`config.mk`:
```
export PLATFORM = sky130hd
export DESIGN_NAME = halfline_sync_gen
export DESIGN_NICKNAME = d
export VERILOG_FILES = /design/src/rtl/hsg_pkg.sv /design/src/rtl/hsg_ctrl.sv /design/src/rtl/hsg_datapath.sv /design/src/rtl/halfline_sync_gen.sv
export SDC_FILE = /design/constraint.sdc
export NUM_CORES = 1
export LEC_CHECK = 0
export BUFFER_PORTS_ARGS = -buffer_cell sky130_fd_sc_hd__buf_2
export CAP_MARGIN = 20
export CORE_AREA = 2 2 143 145
export CTS_BUF_LIST = sky130_fd_sc_hd__clkbuf_2
export CTS_CLUSTER_SIZE = 28
export DETAILED_ROUTE_END_ITERATION = 12
export DIE_AREA = 0 0 145 147
export PLACE_DENSITY = 0.82
export SLEW_MARGIN = 15
export SYNTH_ARGS = -nofsm -noshare
export SYNTH_HDL_FRONTEND = slang
export SYNTH_SLANG_ARGS = --single-unit
```
`constraint.sdc`:
```
create_clock -name clk -period 3.5 [get_ports clk]
set_input_delay 0.175 -clock clk [delete_from_list [all_inputs] [get_ports clk]]
set_output_delay 0.175 -clock clk [all_outputs]
set_load 0.01 [all_outputs]
```
`src/rtl/hsg_pkg.sv`:
```
package hsg_pkg;
  localparam int CW = 12;

  // register offsets from the address base
  localparam logic [7:0] OFS_BASE    = 8'd0;
  localparam logic [7:0] OFS_SYNC_ON = 8'd1;
  localparam logic [7:0] OFS_SYNC_OF = 8'd2;
  localparam logic [7:0] OFS_BLK_ON  = 8'd3;
  localparam logic [7:0] OFS_BLK_OF  = 8'd4;
  localparam logic [7:0] OFS_SERR    = 8'd5;
  localparam logic [7:0] OFS_EQU     = 8'd6;
  localparam logic [7:0] OFS_ACT_ON  = 8'd7;
  localparam logic [7:0] OFS_ACT_OF  = 8'd8;

  typedef struct packed {
    logic [CW-1:0] hsOn, hsOff, vsOn, vsOff;
    logic [CW-1:0] hbOn, hbOff, vbOn, vbOff;
    logic [CW-1:0] serOn, eqH, eqV;
    logic [CW-1:0] ahOn, ahOff, avOn, avOff;
  } evCfg_t;

  typedef struct packed {
    logic lineStart;
    logic fieldWrap;
  } tick_t;
endpackage

```
`src/rtl/hsg_ctrl.sv`:
```
module hsg_ctrl
  import hsg_pkg::*;
#(
  parameter logic [7:0] ADDR_BASE = 8'h40
) (
  input  logic          clk,
  input  logic          rst,
  input  logic          cfgWrEn,
  input  logic [31:0]   cfgWord,
  output evCfg_t        cfg,
  output logic [CW-1:0] hCnt,
  output logic [CW-1:0] halfCnt,
  output logic          evenField,
  output tick_t         tick
);
  logic [CW-1:0] hMax, halfTotal;
  logic [CW-1:0] vField, hField;
  logic [7:0]    regSel;
  logic          hEnd, lastHalf;

  assign vField = cfgWord[2*CW-1:CW];
  assign hField = cfgWord[CW-1:0];
  assign regSel = cfgWord[31:24] - ADDR_BASE;

  always_ff @(posedge clk) begin
    if (rst) begin
      hMax      <= '0;
      halfTotal <= '0;
      cfg       <= '0;
    end else if (cfgWrEn) begin
      case (regSel)
        OFS_BASE:    begin hMax <= hField;      halfTotal <= vField; end
        OFS_SYNC_ON: begin cfg.hsOn <= hField;  cfg.vsOn <= vField;  end
        OFS_SYNC_OF: begin cfg.hsOff <= hField; cfg.vsOff <= vField; end
        OFS_BLK_ON:  begin cfg.hbOn <= hField;  cfg.vbOn <= vField;  end
        OFS_BLK_OF:  begin cfg.hbOff <= hField; cfg.vbOff <= vField; end
        OFS_SERR:    cfg.serOn <= hField;
        OFS_EQU:     begin cfg.eqH <= hField;   cfg.eqV <= vField;   end
        OFS_ACT_ON:  begin cfg.ahOn <= hField;  cfg.avOn <= vField;  end
        OFS_ACT_OF:  begin cfg.ahOff <= hField; cfg.avOff <= vField; end
        default: ;
      endcase
    end
  end

  assign hEnd     = (hCnt >= hMax);
  assign lastHalf = (({1'b0, halfCnt} + 13'd1) >= {1'b0, halfTotal});

  always_ff @(posedge clk) begin
    if (rst) begin
      hCnt      <= '0;
      halfCnt   <= '0;
      evenField <= 1'b0;
    end else if (hEnd) begin
      hCnt <= '0;
      if (lastHalf) begin
        halfCnt   <= '0;
        evenField <= ~evenField;
      end else begin
        halfCnt <= halfCnt + 1'b1;
      end
    end else begin
      hCnt <= hCnt + 1'b1;
    end
  end

  assign tick.lineStart = (hCnt == '0);
  assign tick.fieldWrap = hEnd && lastHalf;

  a_r2_wrap_zero: assert property (@(posedge clk) disable iff (rst)
    hEnd |=> (hCnt == '0));
  a_r2_half_step: assert property (@(posedge clk) disable iff (rst)
    (hEnd && !lastHalf) |=> (halfCnt == $past(halfCnt) + 1'b1));
  a_r11_field_flip: assert property (@(posedge clk) disable iff (rst)
    (hEnd && lastHalf) |=> (evenField != $past(evenField)));
endmodule

```
`src/rtl/hsg_datapath.sv`:
```
module hsg_datapath
  import hsg_pkg::*;
(
  input  logic          clk,
  input  logic          rst,
  input  evCfg_t        cfg,
  input  logic [CW-1:0] hCnt,
  input  logic [CW-1:0] halfCnt,
  input  logic          evenField,
  input  tick_t         tick,
  output logic          hsync,
  output logic          vsync,
  output logic          csync,
  output logic          blank,
  output logic          active,
  output logic          border,
  output logic          fieldEven
);
  logic          hbQ, vbQ;
  logic          hsNext, vsNext, hbNext, vbNext, csNext, actNext, blankNext;
  logic          eqPeriod, lineValid;
  logic [CW-1:0] halfAdj, fullLine;

  always_comb begin
    hsNext = (hCnt == cfg.hsOn) ? 1'b1 : (hCnt == cfg.hsOff) ? 1'b0 : hsync;
    hbNext = (hCnt == cfg.hbOn) ? 1'b1 : (hCnt == cfg.hbOff) ? 1'b0 : hbQ;
    vsNext = vsync;
    vbNext = vbQ;
    if (tick.lineStart) begin
      vsNext = (halfCnt == cfg.vsOn) ? 1'b1 : (halfCnt == cfg.vsOff) ? 1'b0 : vsync;
      vbNext = (halfCnt == cfg.vbOn) ? 1'b1 : (halfCnt == cfg.vbOff) ? 1'b0 : vbQ;
    end
    eqPeriod = (halfCnt < cfg.eqV);
    if (eqPeriod)    csNext = (hCnt < cfg.eqH);
    else if (vsNext) csNext = (hCnt >= cfg.serOn);
    else             csNext = hsNext;
    lineValid = !(evenField && (halfCnt == '0));
    halfAdj   = evenField ? (halfCnt - 1'b1) : halfCnt;
    fullLine  = {1'b0, halfAdj[CW-1:1]};
    actNext   = lineValid && (fullLine >= cfg.avOn) && (fullLine < cfg.avOff)
                && (hCnt >= cfg.ahOn) && (hCnt < cfg.ahOff);
    blankNext = hbNext || vbNext;
  end

  always_ff @(posedge clk) begin
    if (rst) begin
      hsync <= 1'b0; vsync <= 1'b0; csync <= 1'b0;
      hbQ <= 1'b0; vbQ <= 1'b0; blank <= 1'b0;
      active <= 1'b0; border <= 1'b0; fieldEven <= 1'b0;
    end else begin
      hsync     <= hsNext;
      vsync     <= vsNext;
      csync     <= csNext;
      hbQ       <= hbNext;
      vbQ       <= vbNext;
      blank     <= blankNext;
      active    <= actNext;
      border    <= !actNext && !blankNext;
      fieldEven <= evenField;
    end
  end

  a_r3_hsync_rise: assert property (@(posedge clk) disable iff (rst)
    $rose(hsync) |-> ($past(hCnt) == $past(cfg.hsOn)));
  a_r4_vsync_at_line: assert property (@(posedge clk) disable iff (rst)
    $rose(vsync) |-> $past(tick.lineStart));
  a_r5_eq_pulse: assert property (@(posedge clk) disable iff (rst)
    (tick.lineStart && (halfCnt < cfg.eqV) && (cfg.eqH != '0)) |=> csync);
  a_r10_border_excl: assert property (@(posedge clk) disable iff (rst)
    border |-> (!blank && !active));
  a_r11_field_out: assert property (@(posedge clk) disable iff (rst)
    tick.fieldWrap |=> ##1 (fieldEven != $past(fieldEven)));
endmodule

```
`src/rtl/halfline_sync_gen.sv`:
```
module halfline_sync_gen #(
  parameter logic [7:0] ADDR_BASE = 8'h40
) (
  input  logic        clk,
  input  logic        rst,
  input  logic        cfgWrEn,
  input  logic [31:0] cfgWord,
  output logic        hsync,
  output logic        vsync,
  output logic        csync,
  output logic        blank,
  output logic        active,
  output logic        border,
  output logic        fieldEven
);
  import hsg_pkg::*;

  evCfg_t        cfg;
  tick_t         tick;
  logic [CW-1:0] hCnt, halfCnt;
  logic          evenField;

  hsg_ctrl #(.ADDR_BASE(ADDR_BASE)) u_ctrl (
    .clk(clk), .rst(rst), .cfgWrEn(cfgWrEn), .cfgWord(cfgWord),
    .cfg(cfg), .hCnt(hCnt), .halfCnt(halfCnt), .evenField(evenField), .tick(tick)
  );

  hsg_datapath u_dp (
    .clk(clk), .rst(rst), .cfg(cfg), .hCnt(hCnt), .halfCnt(halfCnt),
    .evenField(evenField), .tick(tick),
    .hsync(hsync), .vsync(vsync), .csync(csync), .blank(blank),
    .active(active), .border(border), .fieldEven(fieldEven)
  );
endmodule

```
==> results.toml <==
[global_routing]
antenna_found_initial = 1
grt_overflow = 0
grt_pass1_wl_mm = 55.1
grt_pass1_vias = 10900
grt_max_degree = 102
track_usage_pct = 32.2

[drt]
ant_nets = 0
routed_wl_mm = 34.1
routedWlPerCell_um = 18.0
vias = 10900
drt_iter0_markers = 883
drt_drc_violations_left = 0
dr.pass1.iters = 5
viasPerCell = 5.74

[synthesis]
syn_inst = 1515
mappedNetlistNets = 1657
async_reset_ff_share_pct = 0
synth_top_area_share_pct = 37.7
synth-main-ff-cell = "dfxtp_1"
synth-edff-count = 0
ys_types = 62
syn_area_per_cell_um2 = 8.34
synth-seq-cells = 238
yosysSeqAreaShare_pct = 37.7
synth_warnings = 0
synthesis.area_um2 = 12600
synthTopCellsByArea = "dfxtp_1 (38%), ha_1 (11%), nand2_1 (7.8%)"
synth_top_cell_by_area = "dfxtp_1"

[worst_setup_path]
crit_start = "u_ctrl.halfCnt[1]"
crit_path_cell_trace = "ha_1 -> and3_1 -> nand3_1 -> inv_1 -> and3_1 -> xor2_1 -> ha_1 -> a21o_1 -> a21oi_1 -> o221ai_1 -> a41o_1 -> nand2_1 -> mux2_2"
r2r_setup_slack_ps = 290
crit_fanout = 8
path_class = "reg -> reg"
slowest_delay_ps = 380
endpoint = "u_ctrl.evenField"
r2r_cells = 13
crit_cells = 13
cp_data_required_time_ps = 4240
r2r-end = "u_ctrl.evenField"
crit_family = "simple AND/OR/NAND/NOR gates"
rr_startpoint = "u_ctrl.halfCnt[1]"
critPathSlowestCell = "dfxtp_1"
worstPathArrival_ps = 3950
crit_buf_inv = 1
cp-start-kind = "flip-flop"
end_kind = "flip-flop"

[die]
start_util_pct = 63.7
io_pins = 42
rows = 52
fp.dieW_um = 145
dieArea_um2 = 21300
fp.coreArea_um2 = 19800
fp.dieH_um = 147

[power_and_ir_drop]
peakVddDrop_mv = 0.292
p_int_mw = 3.45
power_density_nw_per_um2 = 344
p_seq_share_pct = 57.0
power_mw = 4.77
power_frac_comb_pct = 6.3
power.share.clock_pct = 36.7
power.switching_mw = 1.32
leakagePower_nw = 5.62
p_sw_share_pct = 27.7

[final_layout]
synthToLayoutAreaGrowth_pct = 9.82
nets = 1724
fillers = 1494
fin_cells = 1892
drive_gt1_share_pct = 10.9

[placed_design]
gp_congestion = 0.909
dp.cells = 1747
hpwl_mm = 21.7
portBuffers = 41

[clock_network]
clkLatencyLatePin_ps = 900
cts_buffers = 58
cts_tree = "yes"
cts_sinks = 238
htree_levels = 2
root_buffer = "clkbuf_2"
cts.path.max_buffers = 3
path_clk_slew_ps = 110
postCtsSetupRepairBufs = 0

[sta]
hold_viol_final = 0
grt_setup_unrepaired = "no"
worst_pin_slew_ps = 1080
slew_headroom_pct = 28.0
fin_crit_sh_pct = 91.7
setup_violations = 0
fmax_ghz = 0.312
fin_setup_tns_ps = 0
fin_crit_ps = 3210
skew_ps = 67.9
drv_slew = 0

[min_path]
hp-class = "in -> reg"
hold_start = "cfgWord[28]"

[outcome]
status = "completed"

[run]
maxCapViolations = 0
==> cell families after synthesis <==
group	share of synthesized area [%]
AO/OA/AOI/OAI	11.2
XOR/XNOR	8.66
adder cells (fa/ha/maj)	10.6
buffers and inverters	7.43
flip-flops	37.7
multiplexers	6.82
AND/OR/NAND/NOR	17.6
==> layout make-up <==
class / instances / area, µm² / share of cell area, %
Antenna cell: 1 / 2.50 / 0.0180
Clock buffer: 82 / 410 / 2.96
Clock inverter: 17 / 72.6 / 0.523
Inverter: 108 / 405 / 2.92
Multi-Input combinational cell: 1055 / 6960 / 50.2
Sequential cell: 238 / 4760 / 34.3
Tap cell: 270 / 338 / 2.43
Timing Repair Buffer: 121 / 925 / 6.66
==> tightest hold or removal path, stage by stage <==
cell     delay [ps]
buf_2            90
or4_4           140
nor3_2           70
and3b_1         340
nand2_1         130
a21oi_1          50
==> through the flow <==
stage	area (µm²)	worst slack (ps)	utilization (%)	hold slack [ps]
2_1_floorplan	12600	528	-	376
3_5_place_dp	12900	278	65.2	447
6_report	13900	292	69.9	151
4_1_cts	13900	253	69.9	95.2
5_1_grt	13900	45.9	69.9	170
3_3_place_gp	12900	428	65.2	442
==> cell usage in the layout (no fill, tap or decap), types with 35 or more instances in the layout <==
cell	synthesis	routed
nand2_1	264	264
dfxtp_1	238	238
a21oi_1	148	148
nor2_1	126	126
inv_1	107	107
ha_1	107	107
mux2i_1	85	85
xnor2_1	84	84
clkbuf_2	0	82
dlygate4sd3_1	0	45
xor2_1	41	41
buf_2	30	40
buf_4	2	35
==> metal layers <==
layer	wire, µm	part of all wire [%]	global-route usage [%]
met1	14100	41	41.7
met2	15600	46	52.8
met3	3140	9.2	6.37
met4	1230	3.6	14.0
met5	0	0	0
==> power groups by stage <==
stage               combinational (mW)  clock [mW]  sequential (mW)
detailed placement               0.266           0             2.78
global placement                 0.260           0             2.78
finish                           0.302        1.75             2.72
floorplan                        0.176           0             2.78
CTS                              0.293        1.76             2.72
global route                     0.328        1.90             2.72
==> sequential cells by signal (all words and copies together), names as in the netlist <==
register	flops
u_ctrl.evenField	1
u_dp.hsync	1
u_dp.active	1
u_ctrl.hMax	12
u_dp.blank	1
u_ctrl.halfCnt	12
u_ctrl.hCnt	12
u_dp.vbQ	1
u_dp.border	1
u_dp.csync	1
u_dp.vsync	1
u_ctrl.cfg	180
u_dp.hbQ	1
u_dp.fieldEven	1
u_ctrl.halfTotal	12
==> synth_stat cells, types with 9 or more instances <==
cell type / n
nand2_1: 264
nor4_1: 10
xnor2_1: 84
xor2_1: 41
o21ai_0: 15
a21oi_1: 148
mux2i_1: 85
ha_1: 107
and3_1: 13
nand4_1: 30
dfxtp_1: 238
a21o_1: 23
nand3_1: 16
clkbuf_1: 72
buf_2: 30
nor2_1: 126
nand2b_1: 9
inv_1: 107
==> worst min path at each step <==
stage               depth (start not counted)                   to  slack, ps
global placement                            2  u_ctrl.halfTotal[9]        440
global route                                4      u_ctrl.cfg[143]        170
CTS                                         6      u_ctrl.cfg[173]        100
finish                                      6      u_ctrl.cfg[173]        150
floorplan                                   3      u_ctrl.cfg[107]        380
detailed placement                          2       u_ctrl.hMax[1]        450
==> repair_timing <==
action / CTS / global route
hold endpoints to repair: 212 / 0
resized for setup: 0 / 2
endpoints found under the setup margin: 0 / 2
hold buffers: 45 / 0
Power figures use the tool's default switching activity.
